**config.mk**
```make
export PLATFORM = sky130hd
export DESIGN_NAME = cal_engine
export DESIGN_NICKNAME = d
export VERILOG_FILES = /design/src/rtl/cal_pkg.sv /design/src/rtl/cal_code_writer.sv /design/src/rtl/cal_trim_avg.sv /design/src/rtl/cal_search.sv /design/src/rtl/cal_engine.sv
export SDC_FILE = /design/constraint.sdc
export NUM_CORES = 1
export LEC_CHECK = 0
export BUFFER_PORTS_ARGS = -buffer_cell sky130_fd_sc_hd__buf_2
export CORE_MARGIN = 8
export CORE_UTILIZATION = 60
export DETAILED_ROUTE_END_ITERATION = 10
export PLACE_DENSITY = 0.78
export SYNTH_ARGS = -nofsm -noshare
export SYNTH_HDL_FRONTEND = slang
export SYNTH_HIERARCHICAL = 1
export SYNTH_SLANG_ARGS = --single-unit
```
**constraint.sdc**
```tcl
create_clock -name clk -period 8.5 [get_ports clk]
set_clock_uncertainty 0.2 [all_clocks]
set_input_delay 0.85 -clock clk [delete_from_list [all_inputs] [get_ports clk]]
set_output_delay 0.85 -clock clk [all_outputs]
set_load 0.02 [all_outputs]
```
**src/rtl/cal_pkg.sv**
```systemverilog
package cal_pkg;
  typedef enum logic [2:0] {
    ST_IDLE,
    ST_PREP,
    ST_WRITE,
    ST_REQ,
    ST_UPDATE,
    ST_AVG,
    ST_DONE
  } cal_state_e;
endpackage

```
**src/rtl/cal_code_writer.sv**
```systemverilog
// Holds the last code written to each converter and raises the write
// strobe only when a new trial code would change that converter's register.
module cal_code_writer #(
  parameter int CODE_W   = 13,
  parameter int NUM_CONV = 2,
  parameter int UNIT_W   = 1
) (
  input  logic              clk,
  input  logic              rst,
  input  logic              wr_req_i,
  input  logic [UNIT_W-1:0] unit_i,
  input  logic [CODE_W-1:0] code_i,
  output logic [CODE_W-1:0] trial_code_o,
  output logic              trial_we_o
);
  logic [NUM_CONV-1:0][CODE_W-1:0] last_q;
  logic [NUM_CONV-1:0]             hit;
  logic [CODE_W-1:0]               code_q;
  logic                            we_q;

  genvar g;
  generate
    for (g = 0; g < NUM_CONV; g++) begin : g_hit
      assign hit[g] = (unit_i == UNIT_W'(g)) && (last_q[g] != code_i);
    end
  endgenerate

  always_ff @(posedge clk) begin
    if (rst) begin
      last_q <= '1;
      code_q <= '0;
      we_q   <= 1'b0;
    end else begin
      we_q <= wr_req_i && (|hit);
      if (wr_req_i) begin
        code_q <= code_i;
        for (int i = 0; i < NUM_CONV; i++) begin
          if (hit[i]) last_q[i] <= code_i;
        end
      end
    end
  end

  assign trial_code_o = code_q;
  assign trial_we_o   = we_q;
endmodule

```
**src/rtl/cal_trim_avg.sv**
```systemverilog
// Collects the per-search results and forms the trimmed, rounded mean.
module cal_trim_avg #(
  parameter int CODE_W = 13,
  parameter int REPS   = 10
) (
  input  logic              clk,
  input  logic              rst,
  input  logic              clr_i,
  input  logic              push_i,
  input  logic [CODE_W-1:0] val_i,
  input  logic              fin_i,
  output logic [CODE_W-1:0] final_o,
  output logic              done_o
);
  localparam int SUM_W   = CODE_W + $clog2(REPS);
  localparam int KEEP    = REPS - 2;
  localparam int DIV_LOG = $clog2(KEEP);
  localparam int HALF    = KEEP / 2;

  logic [SUM_W-1:0]  sum_q;
  logic [CODE_W-1:0] min_q, max_q;
  logic              first_q;
  logic [CODE_W-1:0] final_q;
  logic              done_q;

  logic [SUM_W-1:0]   kept;
  logic [SUM_W-1:0]   quo;
  logic [DIV_LOG-1:0] rem;
  logic [SUM_W-1:0]   rounded;

  always_comb begin
    kept    = sum_q - SUM_W'(min_q) - SUM_W'(max_q);
    quo     = kept >> DIV_LOG;
    rem     = kept[DIV_LOG-1:0];
    rounded = (rem < DIV_LOG'(HALF)) ? quo : quo + SUM_W'(1);
  end

  always_ff @(posedge clk) begin
    if (rst) begin
      sum_q   <= '0;
      min_q   <= '0;
      max_q   <= '0;
      first_q <= 1'b1;
      final_q <= '0;
      done_q  <= 1'b0;
    end else begin
      done_q <= fin_i;
      if (clr_i) begin
        sum_q   <= '0;
        first_q <= 1'b1;
      end else if (push_i) begin
        sum_q   <= sum_q + SUM_W'(val_i);
        first_q <= 1'b0;
        if (first_q || val_i < min_q) min_q <= val_i;
        if (first_q || val_i > max_q) max_q <= val_i;
      end
      if (fin_i) final_q <= rounded[CODE_W-1:0];
    end
  end

  assign final_o = final_q;
  assign done_o  = done_q;
endmodule

```
**src/rtl/cal_search.sv**
```systemverilog
// Bisection sequencer: trial code, conversion handshake, bound updates,
// the final +1 trial and the repeat counter.
module cal_search
  import cal_pkg::*;
#(
  parameter int SPAN   = 4096,
  parameter int REPS   = 10,
  parameter int RES_W  = 12,
  parameter int CODE_W = 13
) (
  input  logic              clk,
  input  logic              rst,
  input  logic              start_i,
  input  logic              conv_done_i,
  input  logic [RES_W-1:0]  conv_result_i,
  output logic              busy_o,
  output logic              accept_o,
  output logic              wr_req_o,
  output logic [CODE_W-1:0] code_o,
  output logic              conv_req_o,
  output logic              push_o,
  output logic              fin_o
);
  localparam int REP_W = (REPS > 1) ? $clog2(REPS) : 1;
  localparam logic [CODE_W-1:0] TOP_CODE = CODE_W'(SPAN);
  localparam logic [CODE_W-1:0] MID_CODE = CODE_W'(SPAN / 2);

  cal_state_e        state_q;
  logic [CODE_W-1:0] hi_q, lo_q, chk_q;
  logic [REP_W-1:0]  rep_q;
  logic              zero_q, inc_pend_q, last_step_q, req_q;

  logic [CODE_W-1:0] nh, nl;
  logic [CODE_W:0]   msum;

  always_comb begin
    nh   = zero_q ? chk_q : hi_q;
    nl   = zero_q ? lo_q  : chk_q;
    msum = {1'b0, nh} + {1'b0, nl};
  end

  assign accept_o = (state_q == ST_IDLE) && start_i;

  always_ff @(posedge clk) begin
    if (rst) begin
      state_q     <= ST_IDLE;
      hi_q        <= '0;
      lo_q        <= '0;
      chk_q       <= '0;
      rep_q       <= '0;
      zero_q      <= 1'b0;
      inc_pend_q  <= 1'b0;
      last_step_q <= 1'b0;
      req_q       <= 1'b0;
    end else begin
      case (state_q)
        ST_IDLE: begin
          if (start_i) begin
            hi_q        <= TOP_CODE;
            lo_q        <= '0;
            chk_q       <= MID_CODE;
            rep_q       <= '0;
            inc_pend_q  <= 1'b0;
            last_step_q <= 1'b0;
            state_q     <= ST_PREP;
          end
        end
        ST_PREP:  state_q <= ST_WRITE;
        ST_WRITE: begin
          req_q   <= 1'b1;
          state_q <= ST_REQ;
        end
        ST_REQ: begin
          if (conv_done_i) begin
            zero_q  <= (conv_result_i == '0);
            req_q   <= 1'b0;
            state_q <= ST_UPDATE;
          end
        end
        ST_UPDATE: begin
          if (last_step_q) begin
            if (rep_q == REP_W'(REPS - 1)) begin
              state_q <= ST_AVG;
            end else begin
              rep_q       <= rep_q + REP_W'(1);
              hi_q        <= TOP_CODE;
              lo_q        <= '0;
              chk_q       <= MID_CODE;
              last_step_q <= 1'b0;
              state_q     <= ST_PREP;
            end
          end else if (inc_pend_q) begin
            chk_q       <= chk_q + CODE_W'(1);
            inc_pend_q  <= 1'b0;
            last_step_q <= 1'b1;
            state_q     <= ST_PREP;
          end else begin
            hi_q       <= nh;
            lo_q       <= nl;
            chk_q      <= msum[CODE_W:1];
            inc_pend_q <= ((nh - nl) == CODE_W'(1));
            state_q    <= ST_PREP;
          end
        end
        ST_AVG:  state_q <= ST_DONE;
        ST_DONE: state_q <= ST_IDLE;
        default: state_q <= ST_IDLE;
      endcase
    end
  end

  assign busy_o     = (state_q != ST_IDLE);
  assign wr_req_o   = (state_q == ST_PREP);
  assign code_o     = chk_q;
  assign conv_req_o = req_q;
  assign push_o     = (state_q == ST_UPDATE) && last_step_q;
  assign fin_o      = (state_q == ST_AVG);
endmodule

```
**src/rtl/cal_engine.sv**
```systemverilog
module cal_engine #(
  parameter int SPAN       = 4096,
  parameter int REPS       = 10,
  parameter int RES_W      = 12,
  parameter int CHAN_W     = 4,
  parameter int NUM_CONV   = 2,
  parameter int GND_CHAN_A = 15,
  parameter int GND_CHAN_B = 1,
  localparam int CODE_W    = $clog2(SPAN) + 1,
  localparam int UNIT_W    = (NUM_CONV > 1) ? $clog2(NUM_CONV) : 1
) (
  input  logic              clk,
  input  logic              rst,
  input  logic              start_i,
  input  logic [UNIT_W-1:0] conv_sel_i,
  input  logic              int_gnd_i,
  input  logic [CHAN_W-1:0] chan_i,
  output logic              busy_o,
  output logic              done_o,
  output logic [CODE_W-1:0] final_code_o,
  output logic [CODE_W-1:0] trial_code_o,
  output logic              trial_we_o,
  output logic              conv_req_o,
  output logic [UNIT_W-1:0] conv_unit_o,
  output logic [CHAN_W-1:0] conv_chan_o,
  input  logic              conv_done_i,
  input  logic [RES_W-1:0]  conv_result_i
);
  logic              accept, wr_req, push, fin;
  logic [CODE_W-1:0] code;
  logic [UNIT_W-1:0] unit_q;
  logic [CHAN_W-1:0] chan_q;

  always_ff @(posedge clk) begin
    if (rst) begin
      unit_q <= '0;
      chan_q <= '0;
    end else if (accept) begin
      unit_q <= conv_sel_i;
      if (!int_gnd_i)               chan_q <= chan_i;
      else if (conv_sel_i == '0)    chan_q <= CHAN_W'(GND_CHAN_A);
      else                          chan_q <= CHAN_W'(GND_CHAN_B);
    end
  end

  cal_search #(
    .SPAN(SPAN), .REPS(REPS), .RES_W(RES_W), .CODE_W(CODE_W)
  ) u_search (
    .clk(clk), .rst(rst), .start_i(start_i),
    .conv_done_i(conv_done_i), .conv_result_i(conv_result_i),
    .busy_o(busy_o), .accept_o(accept), .wr_req_o(wr_req),
    .code_o(code), .conv_req_o(conv_req_o), .push_o(push), .fin_o(fin)
  );

  cal_code_writer #(
    .CODE_W(CODE_W), .NUM_CONV(NUM_CONV), .UNIT_W(UNIT_W)
  ) u_writer (
    .clk(clk), .rst(rst), .wr_req_i(wr_req), .unit_i(unit_q),
    .code_i(code), .trial_code_o(trial_code_o), .trial_we_o(trial_we_o)
  );

  cal_trim_avg #(
    .CODE_W(CODE_W), .REPS(REPS)
  ) u_avg (
    .clk(clk), .rst(rst), .clr_i(accept), .push_i(push), .val_i(code),
    .fin_i(fin), .final_o(final_code_o), .done_o(done_o)
  );

  assign conv_unit_o = unit_q;
  assign conv_chan_o = chan_q;
endmodule

```
Word level (Yosys, flattened, before mapping) --
Index checks and enable logic that the tools add are counted.
Word-level totals: bits of input ports 22, logic and storage cells 115, bits in registers 153
Cells by class: equality and inequality tests 16, bitwise logic cells 2, add/sub/neg operators 8, multiplexer cells 39, reductions and logical operators 26, $lt $le $gt $ge 3
Operator list (count):
- $mux 13 | 15
- $pmux 13 s2 | 3
- $sub 16x13->16 | 2
- $add 13x1->13 const B | 2
- $ne 13x13->1 | 2
- $mux 4 | 5
- $pmux 3 s6 | 1
- $add 17x13->17 | 1
- $add 13x13->14 | 1
- $eq 13x1->1 const B | 1
- $gt 13x13->1 | 1
- $lt 13x13->1 | 1
- $sub 13x13->13 | 1
- $logic_not 12->1 | 1
- $mux 3 | 4
- $reduce_and 2->1 | 6
- $reduce_and 3->1 | 4
- $ne 2x2->1 const B | 4
- $pmux 4 s2 | 1
- $reduce_and 4->1 | 2
- $mux 1 | 7
- $eq 3x2->1 const B | 2
- $eq 3x3->1 const B | 2
- $ne 3x3->1 const B | 2
- other kinds (13) | 23

Longest topological paths before layout --
Gate-level depths: netlist of run 1.
word-level depth 6, depth in mapped cells 14

By module --
Netlist of run 1, hierarchy kept.
By module, submodules not included:
- cal_trim_avg | area each 4849.7 µm², cells an instance 601, times used 1, seq. area each 1141.1 µm²
- cal_search | area each 3880.0 µm², cells an instance 477, times used 1, seq. area each 1001.0 µm²
- cal_code_writer | area each 1786.7 µm², cells an instance 187, times used 1, seq. area each 800.8 µm²
- cal_engine | area each 202.7 µm², cells an instance 21, times used 1, seq. area each 100.1 µm²

Least setup slack after synthesis of run 1 --
Ideal clock, no wire load.
path kind reg2reg, start point reg u_avg.min_q[7], end point reg u_avg.final_q[12], in the netlist u_avg/final_o[12], arrival 3.564 ns, buffers on the path 1, slack 4.595 ns, stages on the path, launching flop included 14, cells stage by stage dfxtp_1 -> inv_1 -> fa_1 -> ha_1 -> clkbuf_1 -> a211o_1 -> a2111oi_0 -> o31a_1 -> o21ai_0 -> nor4b_1 -> and4_1 -> o41ai_1 -> mux2i_1 -> o311ai_0
On the way: cells in the longest elaborated chain, start to end 4
RTL lines:
- start: declaration | RTL line cal_trim_avg.sv:21 | logic [CODE_W-1:0] min_q, max_q;
- start signal: assignment | RTL line cal_trim_avg.sv:54 | if (first_q || val_i < min_q) min_q <= val_i;
- $sub 16x13->16 * (2 in series) | RTL line cal_trim_avg.sv:32 | kept = sum_q - SUM_W'(min_q) - SUM_W'(max_q);
- $add 13x1->13 | RTL line cal_trim_avg.sv:35 | rounded = (rem < DIV_LOG'(HALF)) ? quo : quo + SUM_W'(1);
- $mux 13 * | RTL line cal_trim_avg.sv:35
- end signal: assignment | RTL line cal_trim_avg.sv:57 | if (fin_i) final_q <= rounded[CODE_W-1:0];
- end: declaration | RTL line cal_trim_avg.sv:23 | logic [CODE_W-1:0] final_q;
Every way passes the cells marked *; elsewhere a longest branch is shown, timed or not. A chain may end at the register's enable or synchronous reset.

Worst setup path after layout of run 1 --
Ends and elaborated chain as after synthesis.

==> metrics.md, run 1 <==
| Metric | Value |
|---|---|
| Outcome | `finished, final reports clean` |
| TritonCTS buffer count | `17` |
| Fraction of synthesized cell area taken by the top area cell type | `28.4%` |
| Pin slew with the least headroom to its limit | `1.02 ns` |
| Final routed DRC violation total | `0` |
| Wire length of the first global-routing pass | `44900 um` |
| Diode count | `0` |
| Cell Area, Synth | `0.0107 sq mm` |
| IO Count | `57` |
| Average wire length per cell after detail routing | `17.9 um` |
| Die H | `150 um` |
| Via count | `9589` |
| Cell at the root of the clock tree | `clkbuf_16` |
| Number of max-slew violations in the final report | `0` |
| Hold/Removal Path Class | `reg2reg` |
| Largest buffer count on any clock path | `2` |
| Total Wirelength | `27700 um` |
| Aggregate negative setup slack | `0 ns` |
| Number of cells produced by synthesis | `1286` |
| Layout cell share with drive strength beyond 1 | `13.2%` |
| Number of max-cap violations | `0` |
| Final count of hold timing violations | `0` |
| Shortest clock period the worst path allows after layout | `4.35 ns` |
| Arrival time at the worst endpoint | `4.43 ns` |
| Pwr per Cell Area | `146 mW/mm^2` |
| Clock-pin slew of the registers on the worst-case setup and hold paths | `0.06 ns` |
| Count of TritonRoute iterations in the first routing pass | `6` |
| Clock tree from TritonCTS | `done` |
| Kind of capture point of the worst setup path | `register` |
| Worst slack, placed | `4.24 ns` |
| Vias per std cell | `6.19` |
| Overall global routing resource usage | `24.7%` |
| Worst slew margin | `31.6%` |
| Port-buffer cells | `56` |
| Number of library cell types mapped by synthesis | `88` |
| Gp weighted congestion | `0.960` |
| Sink Count | `152` |
| Overall die width | `150 um` |
| Category of the most critical setup path | `reg2reg` |
| DP Wirelength | `19100 um` |
| Ys async rst share | `0%` |
| Data required time at the worst endpoint | `8.57 ns` |
| Hold_ws | `0.266 ns` |
| Total number of yosys warnings | `6` |
| Uppermost layer routed | `met4` |
| Post-layout net count | `1426` |
| Cell family with most CP delay | `compound AO/OA/AOI/OAI gates` |
| Sequential-to-total area share from yosys stat | `28.4%` |
| Via count of the first global-routing pass | `9025` |
| Area leader, netlist | `dfxtp_1` |
| Layout overhead on the synthesized area | `9.83%` |
| Routed length on met1 | `11800 um` |
| IR drop worst, VDD | `0.000139 V` |
| Cts repair resizes | `0` |
| Metal3 WL | `1520 um` |
| Sum of buffers and inverters on the critical path | `1` |
| Fmax | `230 MHz` |
| Buffers inserted during post-CTS setup optimization | `0` |
| Floorplan die area | `0.0224 sq mm` |
| Highest net fanout along the worst path | `9` |
| Post-Synthesis Net Count | `1404` |
| Ranking of synthesized cells by area | `dfxtp_1 (28%), ha_1 (9.5%), mux2i_1 (5.8%)` |
| Total leakage power | `4.76 nW` |
| CTS H-tree lvls | `4` |
| CP Cell Sequence | `inv_1 > fa_1 > ha_1 > a211o_1 > a2111oi_0 > o31a_1 > o21ai_0 > nor4b_1 > and4_1 > o41ai_1 > mux2i_1 > o311ai_0` |
| Number of rows created at floorplan | `49` |
| Clock latency of the later-clocked register in the worst-skew pair | `0.42 ns` |
| Total of flip-flops plus latches after synthesis | `152` |
| Slowest library cell on the worst path | `a2111oi_0` |
| Effective utilization at floorplan | `60.5%` |
| Core Box Area | `0.0177 sq mm` |
| Post-DRT Antenna Nets | `0` |
| Overflow left after global routing | `0` |
| Post-Syn Area per Cell | `8.34 sq um` |
| Pin count of the biggest net entering global routing | `82` |
| Setup violators final | `0` |
| Fin worst setup slack | `4.15 ns` |
| Final Cycle Share | `51.2%` |
| Flip-flop cell with the highest count after synthesis | `dfxtp_1` |
| Setup repair after global routing missed its margin | `false` |
| First DRT Iteration DRCs | `815` |
| Slowest Stage Delay on Critical Path | `0.77 ns` |
| Number of enable-type register cells in the synthesized netlist | `0` |
| Hold buffer count at CTS | `0` |
| CP startpoint kind | `register` |
| Initial antenna violation count | `0` |
| Wire length on met2 | `13600 um` |
worst paths after layout:
path,cells past startpoint,endpoint,slack [ns],startpoint
setup / recovery,12,u_avg/final_o[12],4.15,u_avg/min_q[7]
hold / removal,2,u_avg/min_q[4],0.27,u_avg/min_q[4]
setup reg to reg,12,u_avg/final_o[12],4.15,u_avg/min_q[7]
hold reg to reg,2,u_avg/min_q[4],0.27,u_avg/min_q[4]
power breakdown:
group	switching (mW)	internal [mW]	leakage, nW
clock network	0.305	0.548	0.316
registers	0.0147	0.727	1.23
logic	0.0759	0.0444	3.21
total	0.396	1.32	4.76
worst reg2reg max path, delay by kind of cell, from the launching register on:
kind	cells	cell delay, ns
DFF	1	0.34
and+or+nand+nor	2	0.44
buffers and inverters	1	0.08
muxes	1	0.23
adders and majority gates	2	0.88
AOI/OAI and AO/OA	6	2.02
cell usage in the layout, fill, tap and decap left out, drive strengths merged, types with 22 or more instances in the layout:
| master | count |
|---|---|
| a211oi | 22 |
| a21oi | 67 |
| a22oi | 30 |
| a31oi | 22 |
| buf | 76 |
| dfxtp | 152 |
| ha | 81 |
| inv | 77 |
| mux2 | 26 |
| mux2i | 62 |
| nand2 | 75 |
| nand3 | 44 |
| nor2 | 158 |
| nor3 | 55 |
| o21ai | 48 |
| xnor2 | 34 |
| xor2 | 43 |
metal layers:
metal  GRT usage (%)  vias up
met1            30.0     4601
met2            42.4      312
met4            9.55        0
met3            4.60       54
met5               0        -
li1                -     4622
through the flow:
stage               utilization (%)  cell area, sq um  power [mW]  std cells
CTS                            66.4             11800        1.72       1548
finish                         66.4             11800        1.72       1548
global route                   66.4             11800        1.77       1548
floorplan                         -             10700       0.845       1286
global placement               62.8             11100       0.873       1518
detailed placement             62.8             11100       0.875       1518
kinds of logic after synthesis:
group	Yosys count	share of synthesized area, %
AO/OA/AOI/OAI	288	18.9
adder cells (fa/ha/maj)	96	12.3
XOR/XNOR	77	6.29
buffers and inverters	150	5.77
multiplexers	88	8.52
flip-flops	152	28.4
AND/OR/NAND/NOR	435	19.9
state kept, by name, indices dropped and copies added, names as in the netlist, 3 cells and up:
name	flops
u_avg/max_q	13
u_search/state_q	3
u_search/rep_q	4
u_avg/min_q	13
u_writer/trial_code_o	13
u_search/hi_q	13
u_avg/final_o	13
u_writer/last_q	26
u_search/code_o	13
u_search/lo_q	13
conv_chan_o	4
u_avg/sum_q	16
Yosys cell counts (6+ instances only):
library cell and n:
nor3_1 54, a22oi_1 30, xor2_1 43, a211oi_1 21, a21o_1 14, nor2b_1 9
mux2_2 26, o21ai_0 35, ha_1 81, o21bai_1 6, nand2b_1 14, nor4_1 12
o21ai_1 12, xnor2_1 34, clkbuf_1 48, nand3_1 44, nand4_1 8, mux2i_1 62
a21oi_1 65, a31oi_1 22, buf_2 14, nor3b_1 15, inv_1 74, or2_2 9
fa_1 15, dfxtp_1 152, nor2_1 157, nand2_1 74, o21a_1 12, o211ai_1 8
final cells by class:
type                    count  area, sq um
clock buffers              18          429
inverters                  77          289
well taps                 229          287
flip-flops and latches    152         3040
fillers                  1450         5950
multi-input cells         984         7070
repair buffers             76          433
clock inverters            12          224
(Power assumes the default switching activity.)
==> inputs of run 2 (changes only) <==
Clock period 8.5 ns to 4.4 ns, I/O delays scaled along.
==> run 2 against run 1 <==
Net effect:
- sequential share of layout area about the same
- sequential power up 93%
- critical endpoint is now u_avg/final_o[11]
- die area unchanged
- clock power up 85%
==> metrics.md, run 2 (synthesized netlist as in run 1, its figures left out) <==
| Metric | Value |
|---|---|
| Final count of hold timing violations | `0` |
| Worst slew margin | `36.7%` |
| Hold Path Sink | `conv_chan_o[2]` |
| Outcome | `finished, final reports clean` |
| Slowest Stage Delay on Critical Path | `0.52 ns` |
| Flop-to-flop setup slack | `0.23 ns` |
| IR drop worst, VDD | `0.000275 V` |
| Vias per std cell | `6.10` |
| Aggregate negative setup slack | `0 ns` |
| Port-buffer cells | `56` |
| Overall die width | `150 um` |
| Terminus of the critical flop-to-flop path | `u_avg/final_o[11]` |
| Most common cell after layout, fill and taps aside | `nor2_1` |
| Final Cycle Share | `94.8%` |
| Via count of the first global-routing pass | `9188` |
| Most frequent cells in the layout | `nor2_1 (157), dfxtp_1 (152), ha_1 (81)` |
| Most prevalent standard cell on the critical path | `xnor2_1` |
| Filler instances | `1471` |
| Initial antenna violation count | `0` |
| Core Box Area | `0.0177 sq mm` |
| Shortest clock period the worst path allows after layout | `4.17 ns` |
| CP Cell Sequence | `inv_1 > fa_1 > ha_1 > a21oi_1 > xnor2_1 > o2111ai_1 > or4_4 > or4b_4 > o31a_1 > nor3_2 > xnor2_1 > a211oi_2` |
| DP Wirelength | `19400 um` |
| Highest net fanout along the worst path | `4` |
| Seq. cell area | `0.00304 sq mm` |
| Total leakage power | `4.77 nW` |
| Final routed DRC violation total | `0` |
| Sum of buffers and inverters on the critical path | `1` |
| Cell at the root of the clock tree | `clkbuf_16` |
| Clock tree from TritonCTS | `done` |
| Clock latency of the later-clocked register in the worst-skew pair | `0.43 ns` |
| Cell family with most CP delay | `simple AND/OR/NAND/NOR gates` |
| Via count | `9484` |
| Pwr per Cell Area | `275 mW/mm^2` |
| Number of rows created at floorplan | `49` |
| Post-layout net count | `1430` |
| Fmax | `240 MHz` |
| Total Wirelength | `27500 um` |
| Dpl cells | `1522` |
| Setup repair after global routing missed its margin | `false` |
| Clock-pin slew of the registers on the worst-case setup and hold paths | `0.06 ns` |
| Pin slew with the least headroom to its limit | `0.946 ns` |
| IO Count | `57` |
| Layout overhead on the synthesized area | `9.91%` |
| Post-DRT Antenna Nets | `0` |
| Overflow left after global routing | `0` |
| Average wire length per cell after detail routing | `17.7 um` |
| Setup violators final | `0` |
| Sink Count | `152` |
| Layout cell share with drive strength beyond 1 | `13.7%` |
| Count of TritonRoute iterations in the first routing pass | `5` |
| Die H | `150 um` |
| TritonCTS buffer count | `17` |
| Worst reg2reg path depth | `12` |
| Regs by FF count | `u_writer/last_q x26, u_avg/sum_q x16` |
| HP Start | `chan_i[2]` |
| Number of max-cap violations | `0` |
| Hold buffer count at CTS | `0` |
| Buffers inserted during post-CTS setup optimization | `0` |
| Area of the multi-input gates | `0.00707 sq mm` |
| Diode count | `0` |
| CTS H-tree lvls | `4` |
| Kind of capture point of the worst setup path | `register` |
| Largest buffer count on any clock path | `2` |
| Top register by number of flip-flops | `u_writer/last_q` |
| Hold_ws | `0.0829 ns` |
| Overall global routing resource usage | `24.6%` |
| Gp weighted congestion | `0.926` |
| Instance count along the most critical hold path | `3` |
| Number of max-slew violations in the final report | `0` |
| Final instance count without filler cells | `1554` |
| Flip-flop count of the largest register after layout | `26` |
| Slowest library cell on the worst path | `or4b_4` |
| Pin count of the biggest net entering global routing | `95` |
| Data required time at the worst endpoint | `4.48 ns` |
| Reg-to-reg startpoint | `u_avg/min_q[0]` |
| CP startpoint kind | `register` |
| Hold/Removal Path Class | `in2reg` |
| Effective utilization at floorplan | `60.5%` |
| Floorplan die area | `0.0224 sq mm` |
| Arrival time at the worst endpoint | `4.25 ns` |
| Category of the most critical setup path | `reg2reg` |
| First DRT Iteration DRCs | `667` |
| Wire length of the first global-routing pass | `44600 um` |
[run 2: changes by cell type in the layout (fill, tap and decap cells not counted), sizes merged]
| cell | previous run | this run |
|---|---|---|
| buf | 76 | 80 |
| clkinvlp | 1 | 2 |
| inv | 77 | 80 |
| bufinv | 6 | 4 |
[run 2: power breakdown]
group | switching, mW | internal [mW] | total [mW]
Sequential | 0.0239 | 1.40 | 1.43
Combinational | 0.151 | 0.0867 | 0.237
Clock | 0.621 | 0.956 | 1.58
Total | 0.796 | 2.45 | 3.24
[run 2: through the flow]
step	setup slack [ns]	instance area [sq um]	power (mW)	util [%]
detailed placement	0.254	11100	1.69	62.9
finish	0.230	11800	3.24	66.5
CTS	0.186	11800	3.27	66.5
global placement	0.303	11100	1.69	62.9
global route	0.0361	11800	3.35	66.5
floorplan	0.495	10700	1.63	-
[run 2: timing repair]
| item | CTS | global route |
|---|---|---|
| hold endpoints to repair | 0 | 0 |
| gates resized for setup | 0 | 1 |
| endpoints found under the setup margin | 0 | 1 |
[run 2: how the worst max path moves through the flow]
stage                         startpoint                 to  depth (start not counted)
after floorplan           u_avg/min_q[7]  u_avg/final_o[12]                         13
after global placement    u_avg/min_q[4]  u_avg/final_o[11]                         12
after detailed placement  u_avg/min_q[4]  u_avg/final_o[11]                         12
after CTS                 u_avg/min_q[4]  u_avg/final_o[11]                         12
after global routing      u_avg/max_q[7]  u_avg/final_o[12]                         13
final                     u_avg/min_q[0]  u_avg/final_o[11]                         12
[run 2: final cells by class]
type / count / share of cell area (%)
Clock inverter: 14 / 1.67
Timing Repair Buffer: 80 / 3.93
Tap cell: 229 / 2.43
Inverter: 77 / 2.45
Multi-Input combinational cell: 984 / 60.0
Sequential cell: 152 / 25.8
Clock buffer: 18 / 3.64
[run 2: metal layers]
metal | part of all wire [%] | track usage (%) | vias to the layer above
li1 | - | - | 4643
met1 | 44 | 29.2 | 4565
met2 | 49 | 42.6 | 231
met3 | 4.2 | 4.90 | 45
met4 | 2.4 | 10.1 | 0
met5 | 0 | 0 | -
[run 2: worst min-delay path: stages]
cell	delay, ns
buf_2	0.09
nand2b_1	0.06
a311oi_1	0.08
